<file path="src/rtl/spi_hold_pkg.sv">
package spi_hold_pkg;

    // bit positions inside the synchronized pin bundle
    localparam int unsigned PIN_SCLK = 0;
    localparam int unsigned PIN_CS   = 1;
    localparam int unsigned PIN_HOLD = 2;
    localparam int unsigned PIN_QUAD = 3;
    localparam int unsigned PIN_W    = 4;

    // idle pin levels: clock low, deselected, pause released, single mode
    localparam logic [PIN_W-1:0] PIN_IDLE = 4'b0110;

    typedef struct packed {
        logic held;
        logic hiz;
        logic rst_req;
        logic lock;
    } hold_state_t;

    localparam hold_state_t HOLD_STATE_RST = '{held: 1'b0, hiz: 1'b0, rst_req: 1'b0, lock: 1'b0};

endpackage

</file>
<file path="src/rtl/spi_hold_sync.sv">
module spi_hold_sync #(
    parameter int unsigned    W       = 4,
    parameter int unsigned    STAGES  = 2,
    parameter logic [W-1:0]   RST_VAL = '0
) (
    input  logic         clk,
    input  logic         rst_n,
    input  logic [W-1:0] d,
    output logic [W-1:0] q
);

    logic [W-1:0] stg_q [STAGES];

    for (genvar s = 0; s < STAGES; s++) begin : g_stage
        logic [W-1:0] src;
        if (s == 0) begin : g_first
            assign src = d;
        end else begin : g_next
            assign src = stg_q[s-1];
        end

        always_ff @(posedge clk or negedge rst_n) begin
            if (!rst_n) begin
                stg_q[s] <= RST_VAL;
            end else begin
                stg_q[s] <= src;
            end
        end
    end

    assign q = stg_q[STAGES-1];

endmodule

</file>
<file path="src/rtl/spi_hold_core.sv">
module spi_hold_core
    import spi_hold_pkg::*;
(
    input  logic        clk,
    input  logic        rst_n,
    input  logic        sclk_s,
    input  logic        cs_s,
    input  logic        hold_s,
    input  logic        quad_s,
    output hold_state_t state_o
);

    hold_state_t state_d, state_q;

    always_comb begin
        logic allow;
        state_d = state_q;
        allow   = !cs_s && !quad_s && !state_q.lock;

        // pause level follows the pin only while the serial clock is low
        if (cs_s || quad_s) begin
            state_d.held = 1'b0;
        end else if (!sclk_s) begin
            state_d.held = allow && !hold_s;
        end

        state_d.hiz     = state_d.held;
        state_d.rst_req = cs_s && state_q.held;

        if (cs_s && state_q.held) begin
            state_d.lock = 1'b1;
        end else if (cs_s && hold_s) begin
            state_d.lock = 1'b0;
        end
    end

    always_ff @(posedge clk or negedge rst_n) begin
        if (!rst_n) begin
            state_q <= HOLD_STATE_RST;
        end else begin
            state_q <= state_d;
        end
    end

    assign state_o = state_q;

endmodule

</file>
<file path="src/rtl/spi_hold_ctrl.sv">
module spi_hold_ctrl
    import spi_hold_pkg::*;
#(
    parameter int unsigned SYNC_STAGES = 2
) (
    input  logic clk,
    input  logic rst_n,
    input  logic sclk,
    input  logic cs_n,
    input  logic hold_n,
    input  logic quad_en,
    output logic held,
    output logic dout_hiz,
    output logic iface_rst,
    output logic reentry_blk
);

    localparam int unsigned STG = (SYNC_STAGES < 1) ? 1 : SYNC_STAGES;

    logic [PIN_W-1:0] pins_raw, pins_s;
    logic             sclk_s, cs_s, hold_s, quad_s;
    hold_state_t      st;

    always_comb begin
        pins_raw           = '0;
        pins_raw[PIN_SCLK] = sclk;
        pins_raw[PIN_CS]   = cs_n;
        pins_raw[PIN_HOLD] = hold_n;
        pins_raw[PIN_QUAD] = quad_en;
    end

    spi_hold_sync #(
        .W       (PIN_W),
        .STAGES  (STG),
        .RST_VAL (PIN_IDLE)
    ) u_sync (
        .clk   (clk),
        .rst_n (rst_n),
        .d     (pins_raw),
        .q     (pins_s)
    );

    assign sclk_s = pins_s[PIN_SCLK];
    assign cs_s   = pins_s[PIN_CS];
    assign hold_s = pins_s[PIN_HOLD];
    assign quad_s = pins_s[PIN_QUAD];

    spi_hold_core u_core (
        .clk     (clk),
        .rst_n   (rst_n),
        .sclk_s  (sclk_s),
        .cs_s    (cs_s),
        .hold_s  (hold_s),
        .quad_s  (quad_s),
        .state_o (st)
    );

    assign held        = st.held;
    assign dout_hiz    = st.hiz;
    assign iface_rst   = st.rst_req;
    assign reentry_blk = st.lock;

endmodule

</file>
<file path="config.mk">
export PLATFORM = sky130hd
export DESIGN_NAME = spi_hold_ctrl
export DESIGN_NICKNAME = d
export VERILOG_FILES = /design/src/rtl/spi_hold_pkg.sv /design/src/rtl/spi_hold_sync.sv /design/src/rtl/spi_hold_core.sv /design/src/rtl/spi_hold_ctrl.sv
export SDC_FILE = /design/constraint.sdc
export NUM_CORES = 1
export LEC_CHECK = 0
export BUFFER_PORTS_ARGS = -buffer_cell sky130_fd_sc_hd__buf_2
export CORE_AREA = 2 2 39 41
export DETAILED_ROUTE_END_ITERATION = 12
export DIE_AREA = 0 0 41 43
export REMOVE_ABC_BUFFERS = 1
export SETUP_SLACK_MARGIN = 0.05
export SYNTH_ARGS = -nofsm -noshare
export SYNTH_HDL_FRONTEND = slang
export SYNTH_SLANG_ARGS = --single-unit
export TNS_END_PERCENT = 50
</file>
<file path="constraint.sdc">
create_clock -name clk -period 1 [get_ports clk]
set_input_delay 0.15 -clock clk [delete_from_list [all_inputs] [get_ports clk]]
set_output_delay 0.15 -clock clk [all_outputs]
set_load 0.02 [all_outputs]
</file>
Yosys cells after proc, flatten, opt, wreduce, memory -nomap -nowiden. Index checks and enable logic that the tools add are counted.

Register bits: 11.

Reductions and logical operators: 11. Muxes and demuxes: 4. Equal/unequal tests: 1.

Operators with widths (count): $logic_and 1x1->1 (5); $logic_not 1->1 (4); $mux 1 (4); $ne 2x1->1 const B (1); $reduce_bool 2->1 (1); $logic_or 1x1->1 (1).

Depth between registers and ports, before layout.
Depth after elaboration: 6. Gate-level depth with buffers: 2. Depth with buffers taken out: 2.

Cells and area by module. From an unflattened synthesis, not the netlist that was laid out.

Cell total of the unflattened synthesis: 18. Area, all modules: 327.8 sq um.

Modules (own cells, without submodules): spi_hold_sync (area an instance 205.2 sq um, sequential area each 205.2 sq um, cells an instance 8, instances 1); spi_hold_core (area an instance 122.6 sq um, sequential area each 75.1 sq um, cells an instance 10, instances 1).

Worst setup path before layout. Ideal clock, no wire load.

Kind: reg-to-reg. From: reg u_core.state_q, in the netlist u_core.state_o[0]. To: reg u_core.state_q, in the netlist u_core.state_o[3]. Clock period less this slack: 1.122 ns. Library setup time: 0.087 ns. Cell stages (with the launch flop): 3. Arrival: 1.035 ns. Setup slack: -0.122 ns. Required time: 0.913 ns. Path buffers: 0. Path through: dfrtp_1 or3_1 a211oi_2.

Cells in the longest elaborated chain, start to end: 5.

Ends and longest elaborated chain: start, declared (line spi_hold_core.sv:13) `hold_state_t state_d, state_q;`; start signal, assigned (line spi_hold_core.sv:41) `state_q <= state_d;`; $logic_not 1->1 (line spi_hold_core.sv:18) `allow = !cs_s && !quad_s && !state_q.lock;`; $logic_and 1x1->1 (line spi_hold_core.sv:18); $logic_and 1x1->1 (line spi_hold_core.sv:24) `state_d.held = allow && !hold_s;`; $mux 1 (line spi_hold_core.sv:23) `end else if (!sclk_s) begin`; $mux 1 (line spi_hold_core.sv:21) `if (cs_s || quad_s) begin`.

Every way passes these cells. The select of a mux whose other input is x is not followed. A chain may end at the register's enable or synchronous reset.

Worst setup path after layout. Same ends and word-level chain as after synthesis.

==> metrics <==
status=finished clean; Comb power frac=7.2%; total power=830 uW; fmax=1000 MHz; gr ovfl total=0; sequential share of power=58.3%; Data arrival, critical path=1.18 ns; sequential area share after synthesis=85.2%; Setup CP Type=reg -> reg; Final #Nets=42; Die H=43 um; Unique masters post-synth=8; total negative slack=0 ns; Slew @ Worst Pin=0.233 ns; Worst slew margin=84.4%; Via density=3.84; drc violations=0; largest net degree at the start of global routing=12; first-pass iteration count of the detailed router=4; Pwr Density=1750 nW/um2; worst skew pair latency=0.26 ns; initial antenna violation count=0; Final setup viols=0; Crit-path slowest cell=dfrtp_1; final cycle utilization of the critical path=99.8%; unrepaired setup endpoints after global routing=true; Fin Hold WS=0.280 ns; area grow syn2layout=44.5%; Synth area leader=dfrtp_1; H-Tree Depth=1; DR vias=196; count leader, synth=dfrtp_1; Worst setup SP type=register; Most used DFF post-synth=dfrtp_1; CTS Buf Count=3; Setup crit end kind=register; clk_skew=0.00104 ns; WL per Instance=8.69 um; Die W=41 um; Seq cells post-synth=11; post-CTS setup buffers=0; max cap viols=0; Max stage delay on crit path=0.38 ns; CTS tree=done; drt initial violations=4; # clock sinks=11; Post-synth EDFFs=0; post-placement cell count=42; VDD IR max=721 uV; final non-filler cell total=51; Rows=14; Worst Path Buf+Inv=0; Net Sw Frac=21.2%; Yosys Warn Count=0; reg-to-reg endpoint=u_core.state_o[3]; crit path cell chain=or3_4 -> a211oi_2; Die ar.=1760 um2; post-route ant nets=0; Total GRT Usage=7.48%; fraction of layout cells with a size suffix above 1=57.1%; asr flop ratio synth=100%; Hold Fails Final Rpt=0; family with the most delay on the worst path=flip-flops; Leakage=0.228 nW; R2R setup slack=0.002 ns; ranking of synthesized cells by area=dfrtp_1, dfstp_2, a211oi_2; synthesized area=329 um2; Min-Delay Path Class=in -> async; Yosys top cell area share=53.2%; clock root buffer=clkbuf_4; # diodes=0; Synth Instances=18; worst r2r src=u_core.state_o[0]; gpl congestion=0.595; Initial Util=23.8%; Core Footprint=1380 um2; Finished Cell Area=475 um2; count of pins over their slew limit=0; IO Count=10; syn_area_per_cell=18.3 um2; final WL=443 um; CTS clk-pin slew, worst paths=0.07 ns; CP Max Fanout=3; Int Pwr=654 uW; Sw Pwr=176 uW; port bufs=9; top cells by count, synth=dfrtp_1, dfstp_2, nand2_1; first-pass GRT wire length=738 um; vias in the first global route=178; DP Area=387 um2; part of the power in the clock network=34.6%; Max Root-Sink Buffers=2; R2R depth=2; CP required=1.18 ns; final worst path period need=0.998 ns
==> metrics by stage <==
step	worst slack, ns	util, %
after global routing	-0.0554	34.4
final	0.00220	34.4
after CTS	-0.00708	33.5
after floorplan	-0.122	-
after global placement	-0.0233	27.9
after detailed placement	-0.0497	27.9
==> placed cells by master (no fill, tap or decap) <==
cell,n
a211oi_2,1
a21o_2,1
and2_1,1
buf_2,8
buf_6,1
clkbuf_4,3
clkinv_2,1
dfrtp_1,7
dfstp_2,4
dlygate4sd3_1,5
nand2_1,2
or3_4,1
==> worst reg2reg max path, cell delays in order, from the launching register on <==
cell and delay [ns]:
dfrtp_1 0.38, or3_4 0.37, a211oi_2 0.17
==> final cells by class <==
type	count	area, um2
Clock buffer	3	22.5
Multi-Input combinational cell	6	46.3
Clock inverter	1	5.00
Fill cell	135	908
Tap cell	16	20.0
Timing Repair Buffer	14	101
Sequential cell	11	280
==> kinds of logic (layout without fill, tap and decap cells) <==
family	count (synthesis)	count (layout)	synth area share (%)
and+or+nand+nor	4	4	6.09
DFF	11	11	85.2
buffers and inverters	1	18	2.28
AOI/OAI and AO/OA	2	2	6.46
==> registers in the layout, indices dropped and copies added (netlist names) <==
signal,cells
u_sync.g_stage.src,4
u_sync.q,4
u_core.state_o,3
==> power by group through the flow <==
| stage | clock network, mW | registers (mW) | logic, mW |
|---|---|---|---|
| finish | 0.287 | 0.484 | 0.0594 |
| global route | 0.336 | 0.486 | 0.0661 |
| CTS | 0.310 | 0.483 | 0.0572 |
| detailed placement | 0 | 0.491 | 0.0424 |
| global placement | 0 | 0.489 | 0.0403 |
| floorplan | 0 | 0.498 | 0.00860 |
==> what timing repair did <==
item,in CTS,in global routing
endpoints found under the setup margin,4,5
pin swaps,2,0
gates resized for setup,0,3
hold buffers,5,0
hold endpoints to repair,15,0
==> metal layers <==
layer / up-vias / share of wire (%) / wire (um) / track usage, %
met3: 0 / 13 / 57 / 7.85
met4: 0 / 0 / 0 / 6.00
li1: 91 / - / - / -
met2: 12 / 51 / 228 / 8.44
met1: 93 / 35 / 157 / 7.56
met5: - / 0 / 0 / 0
==> worst max path at each step <==
stage	slack (ns)	to	startpoint	depth (start not counted)
floorplan	-0.12	u_core.state_o[3]	u_core.state_o[0]	2
global route	-0.06	u_core.state_o[3]	u_core.state_o[0]	2
CTS	-0.007	u_core.state_o[3]	u_core.state_o[0]	2
detailed placement	-0.05	u_core.state_o[3]	u_core.state_o[0]	2
finish	0.002	u_core.state_o[3]	u_core.state_o[0]	2
global placement	-0.02	u_core.state_o[3]	u_core.state_o[0]	2
No activity file was read; power rests on OpenSTA's default activity.
